File: src/rtl/dma_pkg.sv
// Shared definitions for the cycle-stealing transfer engine.
// Assumes: 3-bit register offsets; bit positions below are software visible.
package dma_pkg;

    typedef enum logic [1:0] {
        ST_IDLE,
        ST_WAIT_DEV,
        ST_REQ,
        ST_XFER
    } seq_state_t;

    localparam logic [2:0] OFS_CTRL  = 3'd0;
    localparam logic [2:0] OFS_DEV   = 3'd1;
    localparam logic [2:0] OFS_MADDR = 3'd2;
    localparam logic [2:0] OFS_COUNT = 3'd3;
    localparam logic [2:0] OFS_STAT  = 3'd4;

    localparam int CTRL_GO  = 0;
    localparam int CTRL_DIR = 1;
    localparam int STS_BUSY = 0;
    localparam int STS_DONE = 1;
    localparam int STS_IRQ  = 2;

endpackage

File: src/rtl/dma_regs.sv
// Register port: holds the direction and device select, and produces load
// strobes for the address/count counters. Keeps the done flag and the
// interrupt line. Assumes DW >= 3 and DW >= DEVW; all writes are dropped
// while the sequencer is busy.
module dma_regs
    import dma_pkg::*;
#(
    parameter int DW   = 16,
    parameter int AW   = 16,
    parameter int CW   = 16,
    parameter int DEVW = 8
) (
    input  logic            clk,
    input  logic            rst_n,
    input  logic            reg_wr,
    input  logic            reg_rd,
    input  logic [2:0]      reg_addr,
    input  logic [DW-1:0]   reg_wdata,
    output logic [DW-1:0]   reg_rdata,
    input  logic            busy,
    input  logic            done_pulse,
    input  logic [AW-1:0]   cur_addr,
    input  logic [CW-1:0]   cur_cnt,
    output logic            go,
    output logic            dir,
    output logic [DEVW-1:0] dev_sel,
    output logic            ld_addr,
    output logic            ld_cnt,
    output logic            irq
);

    logic wr_ok;
    logic sts_rd;
    logic done_q;

    // Qualify writes: nothing lands while a block is in flight.
    always_comb begin
        wr_ok   = reg_wr && !busy;
        go      = wr_ok && (reg_addr == OFS_CTRL) && reg_wdata[CTRL_GO];
        ld_addr = wr_ok && (reg_addr == OFS_MADDR);
        ld_cnt  = wr_ok && (reg_addr == OFS_COUNT);
        sts_rd  = reg_rd && (reg_addr == OFS_STAT);
    end

    // Direction and device select storage.
    always_ff @(posedge clk) begin
        if (!rst_n) begin
            dir     <= 1'b0;
            dev_sel <= '0;
        end else if (wr_ok) begin
            if (reg_addr == OFS_CTRL) dir     <= reg_wdata[CTRL_DIR];
            if (reg_addr == OFS_DEV)  dev_sel <= DEVW'(reg_wdata);
        end
    end

    // Done flag: set on completion, cleared by the next go.
    always_ff @(posedge clk) begin
        if (!rst_n)          done_q <= 1'b0;
        else if (done_pulse) done_q <= 1'b1;
        else if (go)         done_q <= 1'b0;
    end

    // Interrupt line: set on completion, cleared by a status read.
    always_ff @(posedge clk) begin
        if (!rst_n)          irq <= 1'b0;
        else if (done_pulse) irq <= 1'b1;
        else if (sts_rd)     irq <= 1'b0;
    end

    // Read mux; the counters are read live.
    always_comb begin
        reg_rdata = '0;
        case (reg_addr)
            OFS_CTRL:  reg_rdata[CTRL_DIR] = dir;
            OFS_DEV:   reg_rdata = DW'(dev_sel);
            OFS_MADDR: reg_rdata = DW'(cur_addr);
            OFS_COUNT: reg_rdata = DW'(cur_cnt);
            OFS_STAT: begin
                reg_rdata[STS_BUSY] = busy;
                reg_rdata[STS_DONE] = done_q;
                reg_rdata[STS_IRQ]  = irq;
            end
            default:   reg_rdata = '0;
        endcase
    end


    irq_clr_chk: assert property (@(posedge clk) disable iff (!rst_n)
        (sts_rd && !done_pulse) |=> !irq);


    irq_with_done_chk: assert property (@(posedge clk) disable iff (!rst_n)
        $rose(irq) |-> done_q);

endmodule

File: src/rtl/dma_cnt.sv
// Memory address and word count counters. Software loads them directly;
// the sequencer steps them once per moved word. Assumes AW, CW <= DW.
module dma_cnt #(
    parameter int DW = 16,
    parameter int AW = 16,
    parameter int CW = 16
) (
    input  logic          clk,
    input  logic          rst_n,
    input  logic          ld_addr,
    input  logic          ld_cnt,
    input  logic [DW-1:0] ld_data,
    input  logic          step,
    input  logic          busy,
    output logic [AW-1:0] cur_addr,
    output logic [CW-1:0] cur_cnt,
    output logic          cnt_zero,
    output logic          cnt_last
);

    localparam logic [AW-1:0] ADDR_INC = AW'(1);
    localparam logic [CW-1:0] CNT_ONE  = CW'(1);

    // Address counter: load from software, advance per word.
    always_ff @(posedge clk) begin
        if (!rst_n)       cur_addr <= '0;
        else if (ld_addr) cur_addr <= AW'(ld_data);
        else if (step)    cur_addr <= cur_addr + ADDR_INC;
    end

    // Word counter: load from software, fall per word.
    always_ff @(posedge clk) begin
        if (!rst_n)      cur_cnt <= '0;
        else if (ld_cnt) cur_cnt <= CW'(ld_data);
        else if (step)   cur_cnt <= cur_cnt - CNT_ONE;
    end

    // Flags the sequencer decides on.
    always_comb begin
        cnt_zero = (cur_cnt == '0);
        cnt_last = (cur_cnt == CNT_ONE);
    end


    cfg_idle_chk: assert property (@(posedge clk) disable iff (!rst_n)
        (ld_addr || ld_cnt) |-> !busy);


    no_underflow_chk: assert property (@(posedge clk) disable iff (!rst_n)
        step |-> !cnt_zero);

endmodule

File: src/rtl/dma_seq.sv
// Per-word sequencer: waits for the device, requests the bus, owns it for
// one cycle to move one word, then releases it. Assumes the arbiter holds
// bus_gnt while bus_req stays high, memory read data is valid in the owned
// cycle, and dev_wready, once seen, holds until dev_wstrobe.
module dma_seq
    import dma_pkg::*;
#(
    parameter int DW = 16
) (
    input  logic          clk,
    input  logic          rst_n,
    input  logic          go,
    input  logic          dir,
    input  logic          cnt_zero,
    input  logic          cnt_last,
    input  logic          bus_gnt,
    input  logic [DW-1:0] bus_rdata,
    input  logic          dev_rvalid,
    input  logic [DW-1:0] dev_rdata,
    input  logic          dev_wready,
    output logic          busy,
    output logic          done_pulse,
    output logic          step,
    output logic          bus_req,
    output logic          bus_own,
    output logic          bus_we,
    output logic          bus_re,
    output logic [DW-1:0] bus_wdata,
    output logic          dev_rack,
    output logic [DW-1:0] dev_wdata,
    output logic          dev_wstrobe
);

    seq_state_t state_q, state_d;
    logic [DW-1:0] hold_q;
    logic          dev_ok;

    // Device side readiness for the programmed direction.
    always_comb dev_ok = dir ? dev_wready : dev_rvalid;

    // Next state and per-cycle strobes.
    always_comb begin
        state_d     = state_q;
        done_pulse  = 1'b0;
        step        = 1'b0;
        bus_req     = 1'b0;
        bus_own     = 1'b0;
        dev_rack    = 1'b0;
        dev_wstrobe = 1'b0;
        case (state_q)
            ST_IDLE: begin
                if (go) begin
                    if (cnt_zero) done_pulse = 1'b1;
                    else          state_d    = ST_WAIT_DEV;
                end
            end
            ST_WAIT_DEV: begin
                if (dev_ok) begin
                    dev_rack = !dir;
                    state_d  = ST_REQ;
                end
            end
            ST_REQ: begin
                bus_req = 1'b1;
                if (bus_gnt) state_d = ST_XFER;
            end
            ST_XFER: begin
                bus_req     = 1'b1;
                bus_own     = 1'b1;
                step        = 1'b1;
                dev_wstrobe = dir;
                if (cnt_last) begin
                    done_pulse = 1'b1;
                    state_d    = ST_IDLE;
                end else begin
                    state_d = ST_WAIT_DEV;
                end
            end
            default: state_d = ST_IDLE;
        endcase
    end

    // State register.
    always_ff @(posedge clk) begin
        if (!rst_n) state_q <= ST_IDLE;
        else        state_q <= state_d;
    end

    // Holding register for the word taken from the device.
    always_ff @(posedge clk) begin
        if (!rst_n)        hold_q <= '0;
        else if (dev_rack) hold_q <= dev_rdata;
    end

    // Bus and device data paths.
    always_comb begin
        busy      = (state_q != ST_IDLE);
        bus_we    = bus_own && !dir;
        bus_re    = bus_own && dir;
        bus_wdata = bus_we ? hold_q : '0;
        dev_wdata = dev_wstrobe ? bus_rdata : '0;
    end


    own_grant_chk: assert property (@(posedge clk) disable iff (!rst_n)
        (bus_we || bus_re) |-> (bus_req && bus_gnt));


    xfer_single_chk: assert property (@(posedge clk) disable iff (!rst_n)
        bus_own |=> (!bus_own && !bus_req));


    dev_first_chk: assert property (@(posedge clk) disable iff (!rst_n)
        $rose(bus_req) |-> ($past(dev_rvalid) || $past(dev_wready)));


    gnt_wait_chk: assert property (@(posedge clk) disable iff (!rst_n)
        (bus_req && !bus_gnt) |=> (bus_req && !bus_we && !bus_re));

endmodule

File: src/rtl/cyc_steal_dma.sv
// Top of the single-channel cycle-stealing transfer engine: register port,
// counters and per-word sequencer. Assumes one synchronous shared bus with
// a request/grant arbiter and a device placed next to the engine.
module cyc_steal_dma #(
    parameter int DW   = 16,
    parameter int AW   = 16,
    parameter int CW   = 16,
    parameter int DEVW = 8
) (
    input  logic            clk,
    input  logic            rst_n,
    input  logic            reg_wr,
    input  logic            reg_rd,
    input  logic [2:0]      reg_addr,
    input  logic [DW-1:0]   reg_wdata,
    output logic [DW-1:0]   reg_rdata,
    output logic            irq,
    output logic            bus_req,
    input  logic            bus_gnt,
    output logic [AW-1:0]   bus_addr,
    output logic            bus_we,
    output logic            bus_re,
    output logic [DW-1:0]   bus_wdata,
    input  logic [DW-1:0]   bus_rdata,
    output logic [DEVW-1:0] dev_sel,
    input  logic            dev_rvalid,
    input  logic [DW-1:0]   dev_rdata,
    output logic            dev_rack,
    input  logic            dev_wready,
    output logic [DW-1:0]   dev_wdata,
    output logic            dev_wstrobe
);

    logic          busy, done_pulse, step, go, dir;
    logic          ld_addr, ld_cnt, cnt_zero, cnt_last, bus_own;
    logic [AW-1:0] cur_addr;
    logic [CW-1:0] cur_cnt;

    dma_regs #(.DW(DW), .AW(AW), .CW(CW), .DEVW(DEVW)) u_regs (
        .clk        (clk),
        .rst_n      (rst_n),
        .reg_wr     (reg_wr),
        .reg_rd     (reg_rd),
        .reg_addr   (reg_addr),
        .reg_wdata  (reg_wdata),
        .reg_rdata  (reg_rdata),
        .busy       (busy),
        .done_pulse (done_pulse),
        .cur_addr   (cur_addr),
        .cur_cnt    (cur_cnt),
        .go         (go),
        .dir        (dir),
        .dev_sel    (dev_sel),
        .ld_addr    (ld_addr),
        .ld_cnt     (ld_cnt),
        .irq        (irq)
    );

    dma_cnt #(.DW(DW), .AW(AW), .CW(CW)) u_cnt (
        .clk      (clk),
        .rst_n    (rst_n),
        .ld_addr  (ld_addr),
        .ld_cnt   (ld_cnt),
        .ld_data  (reg_wdata),
        .step     (step),
        .busy     (busy),
        .cur_addr (cur_addr),
        .cur_cnt  (cur_cnt),
        .cnt_zero (cnt_zero),
        .cnt_last (cnt_last)
    );

    dma_seq #(.DW(DW)) u_seq (
        .clk         (clk),
        .rst_n       (rst_n),
        .go          (go),
        .dir         (dir),
        .cnt_zero    (cnt_zero),
        .cnt_last    (cnt_last),
        .bus_gnt     (bus_gnt),
        .bus_rdata   (bus_rdata),
        .dev_rvalid  (dev_rvalid),
        .dev_rdata   (dev_rdata),
        .dev_wready  (dev_wready),
        .busy        (busy),
        .done_pulse  (done_pulse),
        .step        (step),
        .bus_req     (bus_req),
        .bus_own     (bus_own),
        .bus_we      (bus_we),
        .bus_re      (bus_re),
        .bus_wdata   (bus_wdata),
        .dev_rack    (dev_rack),
        .dev_wdata   (dev_wdata),
        .dev_wstrobe (dev_wstrobe)
    );

    // Address lines carry the counter only in the owned cycle.
    always_comb bus_addr = bus_own ? cur_addr : '0;


    zero_go_chk: assert property (@(posedge clk) disable iff (!rst_n)
        (go && cnt_zero) |=> (irq && !busy && !bus_req));

endmodule

File: config.mk
export PLATFORM = sky130hd
export DESIGN_NAME = cyc_steal_dma
export DESIGN_NICKNAME = d
export VERILOG_FILES = /design/src/rtl/dma_pkg.sv /design/src/rtl/dma_regs.sv /design/src/rtl/dma_cnt.sv /design/src/rtl/dma_seq.sv /design/src/rtl/cyc_steal_dma.sv
export SDC_FILE = /design/constraint.sdc
export NUM_CORES = 1
export LEC_CHECK = 0
export ABC_AREA = 1
export BUFFER_PORTS_ARGS = -buffer_cell sky130_fd_sc_hd__buf_2
export CORE_MARGIN = 10
export CORE_UTILIZATION = 51
export CTS_CLUSTER_DIAMETER = 60
export DETAILED_ROUTE_END_ITERATION = 7
export PLACE_DENSITY = 0.81
export SETUP_SLACK_MARGIN = 0.05
export SLEW_MARGIN = 10
export SYNTH_ARGS = -nofsm -noshare
export SYNTH_HDL_FRONTEND = slang
export SYNTH_SLANG_ARGS = --single-unit
File: constraint.sdc
create_clock -name clk -period 2.2 [get_ports clk]
set_input_delay 0.11 -clock clk [delete_from_list [all_inputs] [get_ports clk]]
set_output_delay 0.11 -clock clk [all_outputs]
set_load 0.05 [all_outputs]
==> impl_metrics.json <==
{
  "pre_cts_ws_ns": 0.247,
  "start_util": 0.530,
  "port_buffers": 135,
  "hold_class": "input pin to flop",
  "synth_most_common_cell": "nand2_1",
  "critPathMaxFanout": 16,
  "tritoncts": "built",
  "gp_congestion": 0.904,
  "viasPerCell": 5.28,
  "rsz0062_at_grt": "no",
  "vias": 4460,
  "rows": 31,
  "skew_ns": 0.00901,
  "crit_path_start_kind": "flop",
  "synthTopCellsByCount": "nand2_1, inv_1, nor2_1",
  "endpoint_kind": "primary output",
  "die_x_um": 107,
  "drt_iter0_markers": 264,
  "ys_async_sr_fraction": 0,
  "critPathMaxStageDelay_ns": 0.35,
  "io_pins": 136,
  "grt_pass1_wl_um": 19800,
  "dp_hpwl_um": 9920,
  "final_core_utilization": 0.663,
  "grt_max_degree": 40,
  "syn_avg_cell_area_sq_um": 6.28,
  "wire_per_inst_um": 14.9,
  "syn_area_sq_mm": 0.00386,
  "crit_arrival_ns": 1.87,
  "cellPowerDensity_mw_per_mm2": 783,
  "cts_root_buffer": "clkbuf_8",
  "use_met1": 0.245,
  "cts_buffer_depth": 2,
  "maxCapViolCount": 0,
  "synth_edf_count": 0,
  "crit_path_frequent_cell": "inv_2",
  "drc": 0,
  "synth-seq-cells": 61,
  "synth_area_leaders": "dfxtp_1, nand2_1, inv_1, nor2_1, a21oi_1",
  "die_area_sq_mm": 0.0115,
  "worst-setup-path-type": "flop to primary output",
  "grt.busiest_layer": "met2",
  "post-cts-setup-buffer-count": 0,
  "nNetsFinal": 805,
  "total_power_w": 0.00379,
  "cts_hold_buf": 0,
  "core_area_sq_mm": 0.00729,
  "cts_num_sinks": 61,
  "slowest_stage": "dfxtp_1",
  "yosys_warnings": 0,
  "status": "complete, no violations",
  "timing.hold.ws_ns": 0.0357,
  "slew_violations": 0,
  "antenna_cells": 0,
  "syn_nets": 680,
  "ant_nets": 0,
  "track_usage": 0.208,
  "tightest_slew_ns": 0.799,
  "worstPathRequired_ns": 2.09,
  "clkTransAtPathRegs_ns": 0.07,
  "cts_resized": 0,
  "critical_path_buf_inv_count": 3,
  "critical_path.cell_chain": "ha_1, inv_2, nor2_4, inv_2, nor2_1, buf_2",
  "netlist.area_leader.share": 0.316,
  "clock_latency_ns": 0.34,
  "hold_violations": 0,
  "die_y_um": 107,
  "dr.pass1.iters": 5,
  "met3_usage": 0.0575,
  "syn_inst": 615,
  "cp_top_family": "buffers and inverters",
  "synth_area_leader_cell": "dfxtp_1",
  "grt.met2_usage": 0.355,
  "cts_made_buffers": 9,
  "setup_ws_ns": 0.224,
  "ys.flop_type": "dfxtp_1",
  "finalCritPeriodShare": 0.898,
  "areaGrowthSynthToFinish_pct": 25.2,
  "fin_tns_setup_ns": 0,
  "synth-seq-area-share": 0.316,
  "max_freq_ghz": 0.506,
  "first_global_vias": 4197,
  "antenna_found_initial": 0,
  "ir_drop_mv": 0.564,
  "setup_viol": 0,
  "layout-drive-gt1-share": 0.260,
  "grt-ovfl-total": 0,
  "ys_types": 36,
  "htree_levels": 3,
  "relSlewSlack": 0.467,
  "fin_crit_ns": 1.98,
  "routed_wl_um": 12600,
  "p_leak_nw": 2.53
}
[final timing paths]
| kind | startpoint | to | slack (ns) | depth (start not counted) |
|---|---|---|---|---|
| min | reg_rd | u_regs.irq$_SDFFE_PN0P_ | 0.04 | 4 |
| max reg2reg | u_seq.state_q[0]$_SDFFE_PN0P_ | u_cnt.cur_addr[13]$_SDFFE_PN0P_ | 0.24 | 9 |
| min reg2reg | u_seq.hold_q[1]$_SDFFE_PN0P_ | u_seq.hold_q[1]$_SDFFE_PN0P_ | 0.46 | 2 |
| max | u_seq.state_q[0]$_SDFFE_PN0P_ | bus_wdata[1] | 0.22 | 6 |
[report_power, final]
group          internal, W  total [W]  switching, W
Clock             0.000761    0.00123      0.000465
Combinational     0.000377    0.00120      0.000825
Sequential         0.00125    0.00136      0.000109
Total              0.00239    0.00379       0.00140
[stage by stage]
step | cell area (sq um) | std cells
2_1_floorplan | 3890 | 615
3_3_place_gp | 4590 | 828
3_5_place_dp | 4590 | 828
4_1_cts | 4830 | 844
5_1_grt | 4840 | 844
6_report | 4840 | 844
[worst register-to-register path: stages, from the launching register on]
cell and delay, ns:
dfxtp_1 0.35, inv_1 0.11, ha_1 0.27, nand2_2 0.19, nor2_8 0.28, inv_2 0.18, nand2_2 0.18, o22ai_1 0.10
a21oi_1 0.12, nor2_1 0.05
[registers in the layout, indices dropped and copies added, names as in the netlist]
name	count
u_seq.hold_q	16
u_regs.irq	1
u_cnt.cur_addr	16
u_regs.dir	1
u_seq.state_q	2
u_cnt.cur_cnt	16
u_regs.done_q	1
u_regs.dev_sel	8
[per-layer routing]
layer	share of wire	up-vias
met5	0	-
met4	0.019	0
met3	0.092	32
met2	0.48	231
met1	0.41	2010
li1	-	2187
[cell families (layout without fill, tap and decap cells)]
| family | after synthesis | count (layout) | synth area share |
|---|---|---|---|
| buffers and inverters | 143 | 273 | 0.150 |
| adder cells (fa/ha/maj) | 7 | 7 | 0.0227 |
| flip-flops | 61 | 61 | 0.316 |
| AO/OA/AOI/OAI | 123 | 123 | 0.178 |
| XOR/XNOR | 11 | 11 | 0.0249 |
| AND/OR/NAND/NOR | 270 | 270 | 0.308 |
[area by class of cell]
type / count / area (sq um)
Clock inverter: 3 / 65.1
Inverter: 119 / 447
Tap cell: 99 / 124
Clock buffer: 13 / 179
Sequential cell: 61 / 1220
Timing Repair Buffer: 138 / 698
Fill cell: 711 / 2450
Multi-Input combinational cell: 411 / 2100
[layout by cell type, fill, tap and decap left out, types with 3 or more instances in the layout]
cell type,Yosys,layout
o211ai_1,3,3
o221ai_1,4,4
nor3_1,4,4
nand2_1,125,124
o22ai_1,7,7
nand4_1,5,5
a31oi_1,9,9
ha_1,7,7
buf_2,3,135
a21oi_1,45,45
inv_2,9,9
dfxtp_1,61,61
o21ai_0,32,32
nor2_1,81,70
o21ai_1,16,16
buf_4,4,3
xor2_1,11,11
nor2_2,8,17
inv_1,109,109
nand3_1,35,35
clkbuf_8,0,13
nor2_4,1,3
nand2_2,3,4
Power figures use the tool's default switching activity.
